--- src/rtl/fif_pkg.sv ---
package fif_pkg;

    typedef enum logic [1:0] {
        RATE_A = 2'd0,
        RATE_B = 2'd1,
        RATE_C = 2'd2,
        RATE_D = 2'd3
    } rate_e;

    typedef enum logic [1:0] {
        THR_A = 2'd0,
        THR_B = 2'd1,
        THR_C = 2'd2,
        THR_D = 2'd3
    } thr_e;

    function automatic int unsigned max4(input int unsigned a, input int unsigned b,
                                         input int unsigned c, input int unsigned d);
        int unsigned m;
        m = a;
        if (b > m) m = b;
        if (c > m) m = c;
        if (d > m) m = d;
        return m;
    endfunction

endpackage

--- src/rtl/fif_sync.sv ---
module fif_sync #(
    parameter int STAGES = 2
) (
    input  logic clk,
    input  logic rst_n,
    input  logic din,
    output logic dout
);
    logic [STAGES-1:0] sh_d, sh_q;

    generate
        if (STAGES == 1) begin : g_one
            always_comb sh_d = din;
        end else begin : g_many
            always_comb sh_d = {sh_q[STAGES-2:0], din};
        end
    endgenerate

    always_ff @(posedge clk or negedge rst_n) begin
        if (!rst_n) sh_q <= '0;
        else        sh_q <= sh_d;
    end

    assign dout = sh_q[STAGES-1];
endmodule

--- src/rtl/fif_prescaler.sv ---
module fif_prescaler
    import fif_pkg::*;
#(
    parameter int unsigned DIV0 = 4,
    parameter int unsigned DIV1 = 8,
    parameter int unsigned DIV2 = 16,
    parameter int unsigned DIV3 = 128
) (
    input  logic       clk,
    input  logic       rst_n,
    input  logic       en,
    input  logic [1:0] rate_sel,
    output logic       tick
);
    localparam int unsigned DIV_MAX = max4(DIV0, DIV1, DIV2, DIV3);
    localparam int PRE_W = (DIV_MAX > 2) ? $clog2(DIV_MAX) : 1;

    typedef struct packed {
        logic [PRE_W-1:0] pre;
    } pre_st_t;

    pre_st_t          st_d, st_q;
    logic [PRE_W-1:0] last;

    always_comb begin
        case (rate_sel)
            RATE_A:  last = PRE_W'(DIV0 - 1);
            RATE_B:  last = PRE_W'(DIV1 - 1);
            RATE_C:  last = PRE_W'(DIV2 - 1);
            default: last = PRE_W'(DIV3 - 1);
        endcase
    end

    always_comb begin
        st_d = st_q;
        tick = 1'b0;
        if (!en) begin
            st_d.pre = '0;
        end else if (st_q.pre >= last) begin
            tick     = 1'b1;
            st_d.pre = '0;
        end else begin
            st_d.pre = st_q.pre + 1'b1;
        end
    end

    always_ff @(posedge clk or negedge rst_n) begin
        if (!rst_n) st_q <= '0;
        else        st_q <= st_d;
    end

    AST_TICK_ISOLATED: assert property (@(posedge clk) disable iff (!rst_n)
        tick |=> !tick);
    AST_NO_TICK_AFTER_OFF: assert property (@(posedge clk) disable iff (!rst_n)
        !en |=> !tick);
endmodule

--- src/rtl/fif_integrator.sv ---
module fif_integrator
    import fif_pkg::*;
#(
    parameter int unsigned THR0 = 4,
    parameter int unsigned THR1 = 16,
    parameter int unsigned THR2 = 64,
    parameter int unsigned THR3 = 128
) (
    input  logic       clk,
    input  logic       rst_n,
    input  logic       en,
    input  logic       tick,
    input  logic       level,
    input  logic [1:0] cmp_sel,
    input  logic       flag_clr,
    output logic       cnt_nz,
    output logic       dir,
    output logic       fault
);
    localparam int unsigned THR_MAX = max4(THR0, THR1, THR2, THR3);
    localparam int CNT_W = $clog2(THR_MAX + 1);

    typedef struct packed {
        logic [CNT_W-1:0] cnt;
        logic             dir;
        logic             fault;
    } int_st_t;

    int_st_t          st_d, st_q;
    logic [CNT_W-1:0] thr;
    logic [CNT_W-1:0] base;
    logic [CNT_W-1:0] nxt;

    always_comb begin
        case (cmp_sel)
            THR_A:   thr = CNT_W'(THR0);
            THR_B:   thr = CNT_W'(THR1);
            THR_C:   thr = CNT_W'(THR2);
            default: thr = CNT_W'(THR3);
        endcase
    end

    always_comb begin
        base = (st_q.cnt > thr) ? thr : st_q.cnt;
        if (level) nxt = (base == thr) ? thr : base + 1'b1;
        else       nxt = (base == '0) ? '0 : base - 1'b1;
    end

    always_comb begin
        st_d = st_q;
        if (!en) begin
            st_d = '0;
        end else begin
            if (tick) begin
                st_d.cnt = nxt;
                st_d.dir = level;
            end
            if (flag_clr)                st_d.fault = 1'b0;
            else if (tick && nxt == thr) st_d.fault = 1'b1;
        end
    end

    always_ff @(posedge clk or negedge rst_n) begin
        if (!rst_n) st_q <= '0;
        else        st_q <= st_d;
    end

    assign cnt_nz = (st_q.cnt != '0);
    assign dir    = st_q.dir;
    assign fault  = st_q.fault;

    AST_CNT_BOUNDED: assert property (@(posedge clk) disable iff (!rst_n)
        (en && tick) |=> (st_q.cnt <= $past(thr)));
    AST_HOLD_BETWEEN: assert property (@(posedge clk) disable iff (!rst_n)
        (en && !tick) |=> $stable(st_q.cnt));
    AST_OFF_CLEARS: assert property (@(posedge clk) disable iff (!rst_n)
        !en |=> (st_q.cnt == '0 && !st_q.fault && !st_q.dir));
    AST_FLAG_STICKY: assert property (@(posedge clk) disable iff (!rst_n)
        (en && st_q.fault && !flag_clr) |=> st_q.fault);
    AST_CLR_WINS: assert property (@(posedge clk) disable iff (!rst_n)
        flag_clr |=> !st_q.fault);
endmodule

--- src/rtl/fault_integ_filter.sv ---
module fault_integ_filter #(
    parameter int          SYNC_STAGES = 2,
    parameter int unsigned DIV0 = 4,
    parameter int unsigned DIV1 = 8,
    parameter int unsigned DIV2 = 16,
    parameter int unsigned DIV3 = 128,
    parameter int unsigned THR0 = 4,
    parameter int unsigned THR1 = 16,
    parameter int unsigned THR2 = 64,
    parameter int unsigned THR3 = 128
) (
    input  logic       clk,
    input  logic       rst_n,
    input  logic       fault_in,
    input  logic       enable,
    input  logic [1:0] rate_sel,
    input  logic [1:0] cmp_sel,
    input  logic       lvl_set,
    input  logic       lvl_clr,
    input  logic       flag_clr,
    output logic       cnt_active,
    output logic       cnt_up,
    output logic       fault_flag,
    output logic       lvl_mode
);
    typedef struct packed {
        logic low;
    } top_st_t;

    top_st_t st_d, st_q;
    logic    fault_s;
    logic    level;
    logic    tick;

    always_comb begin
        st_d = st_q;
        if (lvl_clr)      st_d.low = 1'b0;
        else if (lvl_set) st_d.low = 1'b1;
    end

    always_ff @(posedge clk or negedge rst_n) begin
        if (!rst_n) st_q <= '0;
        else        st_q <= st_d;
    end

    assign level    = st_q.low ? ~fault_s : fault_s;
    assign lvl_mode = st_q.low;

    fif_sync #(.STAGES(SYNC_STAGES)) u_sync (
        .clk  (clk),
        .rst_n(rst_n),
        .din  (fault_in),
        .dout (fault_s)
    );

    fif_prescaler #(.DIV0(DIV0), .DIV1(DIV1), .DIV2(DIV2), .DIV3(DIV3)) u_pre (
        .clk     (clk),
        .rst_n   (rst_n),
        .en      (enable),
        .rate_sel(rate_sel),
        .tick    (tick)
    );

    fif_integrator #(.THR0(THR0), .THR1(THR1), .THR2(THR2), .THR3(THR3)) u_int (
        .clk     (clk),
        .rst_n   (rst_n),
        .en      (enable),
        .tick    (tick),
        .level   (level),
        .cmp_sel (cmp_sel),
        .flag_clr(flag_clr),
        .cnt_nz  (cnt_active),
        .dir     (cnt_up),
        .fault   (fault_flag)
    );

    AST_LVL_CLR: assert property (@(posedge clk) disable iff (!rst_n)
        lvl_clr |=> !lvl_mode);
    AST_LVL_SET: assert property (@(posedge clk) disable iff (!rst_n)
        (lvl_set && !lvl_clr) |=> lvl_mode);
endmodule

--- config.mk ---
export PLATFORM = sky130hd
export DESIGN_NAME = fault_integ_filter
export DESIGN_NICKNAME = d
export VERILOG_FILES = /design/src/rtl/fif_pkg.sv /design/src/rtl/fif_sync.sv /design/src/rtl/fif_prescaler.sv /design/src/rtl/fif_integrator.sv /design/src/rtl/fault_integ_filter.sv
export SDC_FILE = /design/constraint.sdc
export NUM_CORES = 1
export LEC_CHECK = 0
export BUFFER_PORTS_ARGS = -buffer_cell sky130_fd_sc_hd__clkbuf_2
export CORE_UTILIZATION = 55
export CTS_BUF_LIST = sky130_fd_sc_hd__clkbuf_2 sky130_fd_sc_hd__clkbuf_4 sky130_fd_sc_hd__clkbuf_8
export DETAILED_ROUTE_END_ITERATION = 16
export PLACE_DENSITY = 0.79
export SLEW_MARGIN = 20
export SYNTH_ARGS = -nofsm -noshare
export SYNTH_HDL_FRONTEND = slang
export SYNTH_SLANG_ARGS = --single-unit
--- constraint.sdc ---
create_clock -name clk -period 3 [get_ports clk]
set_input_delay 0.9 -clock clk [delete_from_list [all_inputs] [get_ports clk]]
set_output_delay 0.9 -clock clk [all_outputs]
set_load 0.02 [all_outputs]
Word level (Yosys, flattened, before mapping)

Index checks and enable logic that the tools add are counted.

Flip-flop bits (word level): 20
Bits in latches: 0
Bits in writable memories: 0
Memory bits (read-only): 0
Bits of input ports: 11
Output and inout bits: 4
Word-level logic and storage cells: 43
Memories: 0

Add/subtract/negate cells: 3
$mul: 0
Divide/modulo/power cells: 0
Order comparisons: 2
Eq/ne operators: 8
Shift operators: 0
Mux-type cells: 17
Bitwise logic cells: 1
Reductions and logical operators: 6

Operator list:

| cell                                                                   | count |
|---|---|
| 8-bit two-way mux                                                      | 4 |
| 8-bit one-hot mux with 3 select lines                                  | 1 |
| 7-bit one-hot mux with 3 select lines                                  | 1 |
| 8-bit equality test                                                    | 2 |
| 7-bit two-way mux                                                      | 2 |
| 10-bit two-way mux                                                     | 1 |
| 9-bit two-way mux                                                      | 1 |
| 8-bit by 1-bit adder with 8-bit output (second input constant)         | 1 |
| 8-bit > comparator                                                     | 1 |
| 8-bit logical NOT                                                      | 1 |
| 8-bit nonzero test                                                     | 1 |
| 8-bit by 1-bit subtractor with 8-bit output (second input constant)    | 1 |
| 7-bit by 1-bit adder with 7-bit output (second input constant)         | 1 |
| 7-bit >= comparator                                                    | 1 |
| 1-bit two-way mux                                                      | 7 |
| 2-bit by 1-bit equality test with 1-bit output (second input constant) | 2 |
| 2-bit equality test (second input constant)                            | 2 |
| 2-bit logical NOT                                                      | 2 |
| 3-bit by 1-bit != test with 1-bit output (second input constant)       | 1 |
| 2-bit by 1-bit != test with 1-bit output (second input constant)       | 1 |
| 2-bit nonzero test                                                     | 1 |
| 1-bit logical AND                                                      | 1 |
| 1-bit NOT                                                              | 1 |

Logic depth before layout (Yosys ltp)

Depth after elaboration: 12
Depth in mapped cells: 17
Depth with buffers taken out: 15

Cells and area by module

Synthesis repeated with hierarchy kept, for this count alone.

Cells, all modules: 269
Area total of the unflattened synthesis: 2,215.9 µm²

By module, submodules not included:

| module             | times used | cells an instance | area an instance (µm²) | seq. area each (µm²) |
|---|---|---|---|---|
| fif_integrator     | 1          | 219               | 1,665.3                | 250.2 |
| fif_prescaler      | 1          | 45                | 456.7                  | 175.2 |
| fif_sync           | 1          | 2                 | 50.0                   | 50.0 |
| fault_integ_filter | 1          | 3                 | 43.8                   | 25.0 |

Worst setup path after synthesis

Ideal clock, no wire load.

Path kind: input to register
From: in cmp_sel[0]
To: reg u_int.st_q (netlist bit u_int.fault)
Arrival: 3,856 ps
Required time: 2,924 ps
Setup slack: -932 ps
Cell stages on the path: 17
Cell sequence: buf_6 nand2b_1 ha_1 and4b_1 nand4_1 nand4_1 buf_4 nand2_1 ha_1 nor2b_1 nor4b_1 o21ai_0 mux2i_1 a211oi_1 nor4_1 nand3b_1 o21ai_1

Word-level cells in the longest chain between the ends: 10
Elaborated cells between the ends (all ways): 16
Those cells by class: add/sub (2); order compare (1); eq/ne (5); mux (5); reduce/logical (3)

Ends and longest elaborated chain:

| item                                                                      | RTL line                                   | text |
|---|---|---|
| start: declaration                                                        | fault_integ_filter.sv:17                   | `input logic [1:0] cmp_sel,` |
| 2-bit equality test, or another cell as far along                         | fif_integrator.sv:35                       | `case (cmp_sel)` |
| 8-bit one-hot mux with 3 select lines *                                   | fif_integrator.sv:35                       |  |
| 8-bit > comparator                                                        | fif_integrator.sv:44                       | `base = (st_q.cnt > thr) ? thr : st_q.cnt;` |
| 8-bit two-way mux                                                         | fif_integrator.sv:44                       |  |
| 8-bit by 1-bit subtractor with 8-bit output, or another cell as far along | fif_integrator.sv:46                       | `else nxt = (base == '0) ? '0 : base - 1'b1;` |
| 8-bit two-way mux, on equally long branches                               | fif_integrator.sv:46, fif_integrator.sv:45 |  |
| 8-bit two-way mux                                                         | fif_integrator.sv:45                       | `if (level) nxt = (base == thr) ? thr : base + 1'b1;` |
| 8-bit equality test *                                                     | fif_integrator.sv:59                       | `else if (tick && nxt == thr) st_d.fault = 1'b1;` |
| 1-bit logical AND *                                                       | fif_integrator.sv:59                       |  |
| 3-bit by 1-bit != test with 1-bit output (no line) *                      | --                                         |  |
| end signal: assignment                                                    | fif_integrator.sv:65                       | `else st_q <= st_d;` |
| end: declaration                                                          | fif_integrator.sv:29                       | `int_st_t st_d, st_q;` |

Every way passes the cells marked *; elsewhere a longest branch is shown, timed or not.
A chain may end at the register's enable or synchronous reset.

Final worst setup path

Ends and elaborated chain as after synthesis.

==> results.yml <==
yosys:
  netlist.area_leader.share_pct: 24.14
  yosys.area.top_type: "dfrtp_1"
  cell_types_occupying_the_most_area_after_synthesis: "dfrtp_1 (24%), ha_1 (7.2%), nand2_1 (4.7%)"
  number_of_enable_flip_flop_cells_after_synthesis: 0
  synth.cells.most_frequent: "nand2_1 (26), nor2_1 (26), dfrtp_1 (20), a21oi_1 (16), ha_1 (12)"
  synth.cell_area_um2: 2073
  synth_nets: 275
  ys.flop_type: "dfrtp_1"
  synth_cell_types: 62
  syn-mean-instance-area_um2: 8.227
  synthCells: 252
  synth.yosys.seq_area_share_pct: 24.14
  synth.ff_latch_count: 20
  share_of_synthesized_flip_flops_with_an_asynchronous_set_or_reset_pct: 100.0
  yosys_warnings: 0
grt:
  globalRouteOverflowTotal: 0
  grt_usage_pct: 36.04
  grt_antenna_before_repair: 0
  grt_first_pass_wirelength_mm: 11.33
  number_of_global_route_vias_before_repair: 2309
  grt_start_max_net_pins: 21
drt:
  finalWirelength_mm: 7.892
  routed_wire_length_per_instance_um: 21.92
  drc: 0
  count_of_vias_placed_by_the_detailed_router: 2498
  detailedRoute.firstPassIterationCount: 6
  detailedRoute.firstIterationViolations: 301
  detail-route-antenna-nets: 0
  route.detailed.vias_per_inst: 6.939
clocking:
  htree_num_levels: 1
  post_cts_hold_buffer_count: 0
  worst_setup_hold_path_clk_slew_ns: 0.07
  cts_buffers: 3
  cts-root-to-sink-buffers: 2
  clock-root-buffer: "clkbuf_8"
  clock_insertion_delay_worst_skew_ns: 0.26
  cts_num_sinks: 20
  clock_tree_from_tritoncts: "done"
timing:
  final_min_period_over_clock_period_pct: 119.8
  worst_clock_skew_ns: 0.003684
  unrepaired_setup_endpoints_after_global_routing: "true"
  setup_viol_count_final: 9
  slew_violations: 0
  layout_setup_ws_ns: -0.5941
  fin_worst_hold_slack_ns: 0.3556
  totalNegativeSetupSlack_ns: -2.609
  timing.slew.headroom_pct: 58.55
  finalHoldViolations: 0
  period_minus_slack_ns: 3.594
  tightest_slew_ns: 0.6217
  timing_limited_maximum_frequency_mhz: 278.2
worst_setup_path:
  end_kind: "flop"
  worstPathRequired_ns: 3.14
  crit_path_top_delay_cell: "a211oi_1"
  path_cells: "clkbuf_16, nand2b_4, ha_4, and4b_2, nand4_1, nand4_1, buf_6, nand2_8, ha_4, nor3b_4, nand2_2, o211ai_1, a21o_1, a22oi_4, nor3b_2, a211oi_1, o21ai_1"
  timing.critical_path.fanout_max: 4
  timing_worst_setup_path_type: "in2reg"
  worst_ep_arrival_time_ns: 3.73
  critical-path-max-stage-delay_ns: 0.35
  startpoint_type: "input port"
placement:
  numPlacedInstances: 343
  postPlaceCellArea_um2: 2579
  hpwl_mm: 4.673
  routabilityCongestion: 0.9910
  io_buffer_count: 14
power:
  comb_power_share_pct: 44.2
  relative_contribution_of_sequential_cells_to_total_power_pct: 32.7
  netSwitchingPower_uw: 317.6
  power_report.internal_total_uw: 566.9
  clock_power_share_pct: 23.1
  power.share.switching_pct: 35.91
  total_leakage_power_uw: 0.001354
  power.density_nw_per_um2: 298.8
  power.ir.vdd_worst_mv: 0.2207
cells_and_area:
  antennaDiodeCount: 0
  synth_to_final_area_change_pct: 42.79
  post-route-util_pct: 85.35
  layoutNonFillerInstCount: 360
  drive_gt1_share_pct: 43.31
  nets: 338
  finalInstanceArea_um2: 2960
die:
  boundaryPins: 15
  design.core.area_um2: 3468
  die_area_um2: 4019
  chipHeight_um: 63.40
  core.rowCount: 21
  chipWidth_um: 63.40
  floorplan.initialDensity_pct: 59.78
status:
  failed_checks: "negative setup slack"
  run_status: "complete, but fails checks"
worst_hold_path:
  timing.hold.worst.class: "reg2reg"
flow_run:
  max_cap_violations: 0
## path summary, 6_finish.rpt
kind                                     start  cells after the start  slack, ns        endpoint
worst max-delay path                cmp_sel[0]                     17      -0.59     u_int.fault
worst min-delay path            u_sync.sh_q[0]                      0       0.36  u_sync.sh_q[1]
worst max register to register   u_int.st_q[9]                     15      -0.17     u_int.fault
worst min register to register  u_sync.sh_q[0]                      0       0.36  u_sync.sh_q[1]
max in group asynchronous                rst_n                      1       2.07   u_int.st_q[2]
min in group asynchronous                rst_n                      1       0.59   u_pre.st_q[4]
## registers in the layout, summed over array words and instances (netlist names)
| register | count |
|---|---|
| u_pre.st_q | 7 |
| u_sync.sh_q | 2 |
| u_int.st_q | 8 |
| lvl_mode | 1 |
| u_int.fault | 1 |
| u_int.dir | 1 |
## critical path: cells and delay by family
| family | cells | cell delay (ns) |
|---|---|---|
| simple gates | 8 | 1.09 |
| fa+ha+maj | 2 | 0.46 |
| buf+inv | 2 | 0.29 |
| compound gates | 5 | 0.99 |
## placed cells by master, fill, tap and decap left out, drive strengths merged, types with 5 or more instances in the layout
| cell | n |
|---|---|
| a31oi | 5 |
| o21ai | 12 |
| clkbuf | 18 |
| a21oi | 17 |
| dfrtp | 20 |
| nor2 | 26 |
| o211ai | 6 |
| nor3 | 5 |
| a211oi | 5 |
| inv | 7 |
| ha | 12 |
| nand3 | 11 |
| nor4 | 5 |
| xnor2 | 7 |
| buf | 59 |
| nand2 | 26 |
| xor2 | 8 |
| nand4 | 7 |
## what timing repair did
action / in CTS / in global routing
endpoints found under the setup margin: 9 / 9
endpoints found under the hold margin: 0 / 0
gates resized for setup: 22 / 21
setup buffers: 8 / 6
pin swaps: 16 / 21
## through the flow
| step | total power (uW) | setup slack (ns) |
|---|---|---|
| after global placement | 589.2 | -0.6912 |
| after CTS | 832.6 | -0.4053 |
| after global routing | 913.3 | -0.6903 |
| final | 884.5 | -0.5941 |
| after detailed placement | 596.6 | -0.8707 |
| after floorplan | 496.7 | -0.5903 |
## routing by layer
metal | vias to the layer above | global-route usage [%] | part of all wire [%]
met2 | 206 | 60.24 | 45
met5 | - | 0 | 0
met1 | 1150 | 46.84 | 40
met4 | 0 | 14.20 | 6.3
met3 | 75 | 4.348 | 8.7
li1 | 1067 | - | -
## power by group through the flow
stage               logic (uW)  clock network [uW]  registers, uW
detailed placement         303                   0            294
finish                     391                 204            290
floorplan                  204                   0            293
global placement           296                   0            294
CTS                        337                 207            289
global route               408                 214            291
## area by class of cell
type / count / area [um^2]
repair buffers: 73 / 565.5
clock buffers: 4 / 55.05
well taps: 46 / 57.56
inverters: 7 / 26.28
multi-input cells: 210 / 1755
flip-flops and latches: 20 / 500.5
fillers: 181 / 508.0
## kinds of logic after synthesis
logic type      after synthesis  share of synthesized area, %
xor+xnor                     15                         7.242
compound gates               74                         26.13
fa+ha+maj                    12                         7.242
flops                        20                         24.14
mux                           2                        0.9656
simple gates                107                         27.58
buf+inv                      22                         6.699
No activity file was read; power rests on OpenSTA's default activity.
